==> config.mk <==
export PLATFORM = sky130hd
export DESIGN_NAME = vdrop_nmi_filter
export DESIGN_NICKNAME = d
export VERILOG_FILES = /design/src/rtl/vdrop_nmi_filter.sv
export SDC_FILE = /design/constraint.sdc
export NUM_CORES = 1
export LEC_CHECK = 0
export ABC_AREA = 1
export BUFFER_PORTS_ARGS = -buffer_cell sky130_fd_sc_hd__buf_4
export CORE_AREA = 3 3 40 42
export CTS_BUF_LIST = sky130_fd_sc_hd__clkbuf_16
export DETAILED_ROUTE_END_ITERATION = 12
export DIE_AREA = 0 0 43 45
export MAX_ROUTING_LAYER = met4
export PLACE_DENSITY = 0.65
export SYNTH_ARGS = -nofsm -noshare
export SYNTH_HDL_FRONTEND = slang
export SYNTH_SLANG_ARGS = --single-unit
==> constraint.sdc <==
create_clock -name clk -period 1.87 [get_ports clk]
set_input_delay 0.374 -clock clk [delete_from_list [all_inputs] [get_ports clk]]
set_output_delay 0.374 -clock clk [all_outputs]
set_load 0.005 [all_outputs]
==> src/rtl/vdrop_nmi_filter.sv <==
module vdrop_nmi_filter #(
  parameter int BASE_LOG2 = 3,
  parameter int SEL_W     = 2
) (
  input  logic             clk,
  input  logic             rst_n,
  input  logic             sense_ok_async,
  input  logic             det_en,
  input  logic             irq_en,
  input  logic [SEL_W-1:0] rate_sel,
  input  logic             flag_clr_wr,
  input  logic             wdt_uflow,
  input  logic             osc_evt,
  output logic             filt_level,
  output logic             drop_flag,
  output logic             nmi_req
);
  localparam int NTAPS = 1 << SEL_W;
  localparam int CW    = BASE_LOG2 + NTAPS - 1;

  logic [CW-1:0]    cnt;
  logic [NTAPS-1:0] tap;
  logic             sync1, sync2, smp;
  logic             tick, det_in, lev_nxt, fall, vd_req;

  always_ff @(posedge clk or negedge rst_n)
    if (!rst_n) cnt <= '0;
    else        cnt <= cnt + 1'b1;

  for (genvar i = 0; i < NTAPS; i++) begin : g_tap
    assign tap[i] = &cnt[BASE_LOG2-1+i:0];
  end

  assign tick = tap[rate_sel];

  always_ff @(posedge clk or negedge rst_n)
    if (!rst_n) {sync2, sync1} <= 2'b11;
    else        {sync2, sync1} <= {sync1, sense_ok_async};

  assign det_in = det_en ? sync2 : 1'b1;

  always_comb begin
    lev_nxt = filt_level;
    if (!det_en)                     lev_nxt = 1'b1;
    else if (tick && det_in == smp)  lev_nxt = det_in;
  end

  always_ff @(posedge clk or negedge rst_n)
    if (!rst_n) begin
      smp        <= 1'b1;
      filt_level <= 1'b1;
    end else begin
      filt_level <= lev_nxt;
      if (!det_en)   smp <= 1'b1;
      else if (tick) smp <= det_in;
    end

  assign fall   = filt_level & ~lev_nxt;
  assign vd_req = fall & ~drop_flag;

  always_ff @(posedge clk or negedge rst_n)
    if (!rst_n)           drop_flag <= 1'b0;
    else if (!det_en)     drop_flag <= 1'b0;
    else if (fall)        drop_flag <= 1'b1;
    else if (flag_clr_wr) drop_flag <= 1'b0;

  always_ff @(posedge clk or negedge rst_n)
    if (!rst_n) nmi_req <= 1'b0;
    else        nmi_req <= (vd_req & irq_en) | wdt_uflow | osc_evt;
endmodule


Yosys cells after proc, flatten, opt, wreduce, memory -nomap -nowiden
Cells that the tools add are included.
{"block": "totals", "input_bits": 10, "register_bits": 12}
{"block": "classes", "bitwise": 7, "n_eq_ne": 3, "n_reduce_logical": 5, "order_cmp": 1, "n_mux": 10, "add_sub_neg": 1}
{"op": "$mux W1", "n": 9}
{"op": "$add A6 B1 Y6 const B", "n": 1}
{"op": "$reduce_and A6 Y1", "n": 1}
{"op": "$reduce_and A5 Y1", "n": 1}
{"op": "$reduce_and A4 Y1", "n": 1}
{"op": "$and A1 B1 Y1", "n": 3}
{"op": "$lt A2 B3 Y1 const B", "n": 1}
{"op": "$ne A3 B1 Y1 const B", "n": 1}
{"op": "$reduce_and A3 Y1", "n": 1}
{"op": "$bmux W1 S2", "n": 1}
{"op": "$ne A2 B1 Y1 const B", "n": 1}
{"op": "$not A1 Y1", "n": 2}
{"op": "$or A1 B1 Y1", "n": 2}
{"op": "$eq A1 B1 Y1", "n": 1}
{"op": "$logic_and A1 B1 Y1", "n": 1}

Logic depth before layout (Yosys ltp)
{"block": "logic_depth", "depth_word": 12, "mapped_depth": 11, "mapped_depth_nobuf": 11}

Least setup slack after synthesis
No wires, ideal clock.
{"block": "synth_timing", "kind": "reg2reg", "start": "register cnt[0]", "end": "register drop_flag", "slack_ns": 0.380, "arrival_time_ns": 1.416, "path_stages_with_launch": 12, "synth_period_minus_slack_ns": 1.490, "required_time_ns": 1.796, "cell_sequence": "dfrtp_1 -> ha_1 -> nand2_2 -> nor2_8 -> ha_1 -> inv_1 -> nand2_1 -> nand3b_2 -> nand3_2 -> nand2_2 -> nand3_1 -> o21ai_2"}
{"block": "synth_via", "elab_chain_cells": 10, "elab_cells_between_ends": 14, "classes_between": "1 x eq/ne; 6 x mux; 2 x bitwise; 5 x reduce/logical"}
{"item": "from (decl)", "line": "21", "text": "logic [CW-1:0] cnt;"}
{"item": "from (signal assigned)", "line": "28", "text": "else cnt <= cnt + 1'b1;"}
{"item": "$reduce_and A6 Y1, or another cell as far along", "line": "31", "text": "assign tap[i] = &cnt[BASE_LOG2-1+i:0];"}
{"item": "$bmux W1 S2 (*)", "line": "34", "text": "assign tick = tap[rate_sel];"}
{"item": "$mux W1 (not written as such) (*)", "line": "34"}
{"item": "$logic_and A1 B1 Y1 (*)", "line": "45", "text": "else if (tick && det_in == smp) lev_nxt = det_in;"}
{"item": "$mux W1 (*)", "line": "45"}
{"item": "$mux W1 (*)", "line": "44", "text": "if (!det_en) lev_nxt = 1'b1;"}
{"item": "$not A1 Y1 (*)", "line": "58", "text": "assign fall = filt_level & ~lev_nxt;"}
{"item": "$and A1 B1 Y1 (*)", "line": "58"}
{"item": "$mux W1", "line": "64", "text": "else if (fall) drop_flag <= 1'b1;"}
{"item": "$mux W1", "line": "63", "text": "else if (!det_en) drop_flag <= 1'b0;"}
{"item": "to (signal assigned)", "line": "63"}
{"item": "to (signal assigned)", "line": "64"}
{"item": "to (signal assigned)", "line": "65", "text": "else if (flag_clr_wr) drop_flag <= 1'b0;"}
{"item": "to (decl)", "line": "15", "text": "output logic drop_flag,"}
Mark *: on every way between the ends. The rest lies on a longest branch, timed or not. The select of a mux whose other input is x is not followed.
A chain may end at the register's enable or synchronous reset.

Worst setup path after layout
{"block": "layout_timing", "start": "register cnt[0]", "end": "register nmi_req"}
{"block": "layout_via", "elab_chain_cells": 12, "elab_cells_between_ends": 15, "classes_between": "4 x mux; 6 x bitwise; 5 x reduce/logical"}
{"item": "$reduce_and A6 Y1, or another cell as far along", "line": "31"}
{"item": "$bmux W1 S2 (*)", "line": "34"}
{"item": "$mux W1 (not written as such) (*)", "line": "34"}
{"item": "$logic_and A1 B1 Y1 (*)", "line": "45"}
{"item": "$mux W1 (*)", "line": "45"}
{"item": "$mux W1 (*)", "line": "44"}
{"item": "$not A1 Y1 (*)", "line": "58"}
{"item": "$and A1 B1 Y1 (*)", "line": "58"}
{"item": "$and A1 B1 Y1 (*)", "line": "59", "text": "assign vd_req = fall & ~drop_flag;"}
{"item": "$and A1 B1 Y1 (*)", "line": "69", "text": "else nmi_req <= (vd_req & irq_en) | wdt_uflow | osc_evt;"}
{"item": "$or A1 B1 Y1 (*) (2 in series)", "line": "69"}
{"item": "to (signal assigned)", "line": "69"}
{"item": "to (decl)", "line": "16", "text": "output logic nmi_req"}
Marked as above.

==> results.ini <==
[run_status]
run_status = finished clean

[min_path]
hold_path.startpoint = sense_ok_async
holdPathStages = 1
timing.hold.worst.class = primary input to flop
min_to = sync1

[detailed_routing]
drt_pass1_iterations = 4
final_antenna_net_count = 0
route.detailed.wl_per_inst_um = 11.0
drt_wl_total_um = 921
drt_iter0_drc = 12
routed-via-count = 387
drc_errors = 0
vias_per_cell = 4.61

[placement]
port_buffers = 12
dp_hpwl_um = 658
finalWeightedCongestion = 0.688
dpl_cell_area_sq_um = 676
placedCellCount = 79

[die]
chipWidth_um = 43
total_die_area_sq_um = 1940
placement_rows = 13
core_area_sq_um = 1280
ioPinCount = 13
floorplan.initialDensity_pct = 44.1
die_h_um = 45

[layout]
seq_area_sq_um = 305
finish.cell_count_without_fillers = 84
fin_util_pct = 59.5
fillCellCount = 118
antenna_diode_count = 0
commonest_cells_after_routing_fill_and_taps_aside = 12 x sky130_fd_sc_hd__buf_4, 8 x sky130_fd_sc_hd__dfrtp_1, 7 x sky130_fd_sc_hd__inv_1, 7 x sky130_fd_sc_hd__nand2_1, 6 x sky130_fd_sc_hd__nor2_1
syn_to_final_growth_pct = 34.9
most_common_library_cell_in_the_layout_ignoring_fill_and_taps = sky130_fd_sc_hd__buf_4
drive_gt1_share_pct = 40.6
final_area_sq_um = 764
nNetsFinal = 83
multi_input_comb_area_sq_um = 231

[sta]
post-route-period-util_pct = 84.7
tightest_slew_ps = 209
slew_viol_final = 0
maxClockFrequency_ghz = 0.631
timing.final.crit_period_ps = 1580
total_setup_violations_reported_at_the_end_of_the_flow = 0
worst_slew_margin_rel_pct = 85.9
setup_tns_ps = 0
hold_viol = 0
finClkSkew_ps = 4.66
rsz0062_at_grt = false

[logic_synthesis]
synth.net_count = 65
area_of_the_mapped_netlist_sq_um = 567
yosys_most_used_dff = sky130_fd_sc_hd__dfrtp_1
synth.ff_latch_count = 12
synth_top_area_cell = sky130_fd_sc_hd__dfrtp_1
synth_top_area_cells = sky130_fd_sc_hd__dfrtp_1 35%, sky130_fd_sc_hd__dfstp_2 19%, sky130_fd_sc_hd__ha_1 6.6%
postSynthCellCount = 52
yosys.area.top_type_share_pct = 35.3
async_reset_ff_share_pct = 100
number_of_enable_flip_flop_cells_after_synthesis = 0
synthesis.yosys.warnings = 0
yosysSeqAreaShare_pct = 53.9
yosys.cell_types.count = 19
postSynthAreaPerCell_sq_um = 10.9

[pwr]
design_power_total_w = 0.000708
p_per_area_nw_per_um2 = 926
leakage_nw = 0.387
max_rail_drop_vdd_mv = 0.768

[worst_setup_path]
critical_path.max_fanout = 3
timing.rr.end = nmi_req
timing_worst_setup_path_type = flop to flop
worstReg2RegStart = cnt[0]
worst_setup_path_start_kind = flop
timing.critical_path.to_type = flop
rr_worst_depth = 11
cp.arrival_ps = 1760
worst-endpoint-required_ps = 2050
ff2ff_setup_slack_ps = 290

[clock_tree]
cts_inserted_buffers = 3
cts_root_buffer_type = sky130_fd_sc_hd__clkbuf_16
ctsLongestPathBuffers = 2
path_clk_slew_ps = 40
cts_resized = 0
clock_sink_count = 12
skew_pair_late_insertion_delay_ps = 240
maximum_level_of_the_cts_h_tree = 1
tritoncts = yes

[grt]
antenna_violations_before_repair = 0
pin_count_of_the_biggest_net_entering_global_routing = 13
grt_first_pass_wirelength_um = 1640
grt_pass1_vias = 354
global_route.usage.total_pct = 12.6
grt_remaining_overflow = 0

[job]
drv_cap = 0

report_power, final:
| group | internal [W] | total, W | switching [W] |
|---|---|---|---|
| logic | 0.0000227 | 0.0000425 | 0.0000197 |
| clock network | 0.000281 | 0.000390 | 0.000109 |
| registers | 0.000271 | 0.000276 | 0.00000483 |
critical path: stages (launching register included):
cell	delay, ps
sky130_fd_sc_hd__dfrtp_1	390
sky130_fd_sc_hd__ha_1	230
sky130_fd_sc_hd__nand2_2	120
sky130_fd_sc_hd__nor2_8	40
sky130_fd_sc_hd__ha_1	170
sky130_fd_sc_hd__inv_1	50
sky130_fd_sc_hd__nand2_1	50
sky130_fd_sc_hd__nand3b_2	120
sky130_fd_sc_hd__nand3_2	110
sky130_fd_sc_hd__nand2_2	80
sky130_fd_sc_hd__nand4_1	90
sky130_fd_sc_hd__nand2_1	70
through the flow:
step | hold WS (ps) | worst slack (ps)
after floorplan | 78.4 | 380
final | 237 | 286
after global routing | 233 | 130
after detailed placement | 217 | 277
after global placement | 220 | 313
after CTS | 233 | 255
metal layers:
layer | GRT usage (%) | wire length (um) | up-vias
li1 | - | - | 198
met1 | 16.1 | 416 | 175
met2 | 16.2 | 427 | 9
met3 | 3.59 | 48 | 5
met4 | 10.8 | 29 | 0
met5 | - | 0 | -
cells by family (layout without fill, tap and decap cells):
logic type               after synthesis  in the layout  synth area share [%]
flip-flops                            12             12                  53.9
adder cells (fa/ha/maj)                3              3                  6.62
buffers and inverters                  8             25                  5.30
AO/OA/AOI/OAI                          5              5                  7.06
XOR/XNOR                               2              2                  3.09
AND/OR/NAND/NOR                       22             22                  24.1
layout make-up:
cell class	instances	share of cell area, %
clock buffers	3	9.82
well taps	15	2.45
repair buffers	13	13.1
clock inverters	1	0.491
inverters	8	3.93
flip-flops and latches	12	39.9
multi-input cells	32	30.3
Yosys cell counts (2+ instances only):
cell type                 count
sky130_fd_sc_hd__nand3_1      2
sky130_fd_sc_hd__dfrtp_1      8
sky130_fd_sc_hd__nand2_1      7
sky130_fd_sc_hd__o21ai_0      2
sky130_fd_sc_hd__nand2_2      2
sky130_fd_sc_hd__dfstp_2      4
sky130_fd_sc_hd__inv_1        7
sky130_fd_sc_hd__ha_1         3
sky130_fd_sc_hd__nor2_1       6
sky130_fd_sc_hd__xor2_1       2
state kept, by name (all words and copies together), names as in the netlist:
register    count
cnt             6
sync1           1
nmi_req         1
sync2           1
smp             1
drop_flag       1
filt_level      1
how the worst max path moves through the flow:
stage	start	end	slack (ps)	cells after the start
finish	cnt[0]	nmi_req	290	11
global route	cnt[0]	nmi_req	130	11
CTS	cnt[0]	nmi_req	250	11
detailed placement	cnt[0]	nmi_req	280	11
global placement	cnt[0]	drop_flag	310	11
floorplan	cnt[0]	drop_flag	380	11
timing repair:
item,in CTS,in global routing
endpoints found under the hold margin,8,0
hold buffers,1,0
setup buffers,0,0
(Power assumes the default switching activity.)
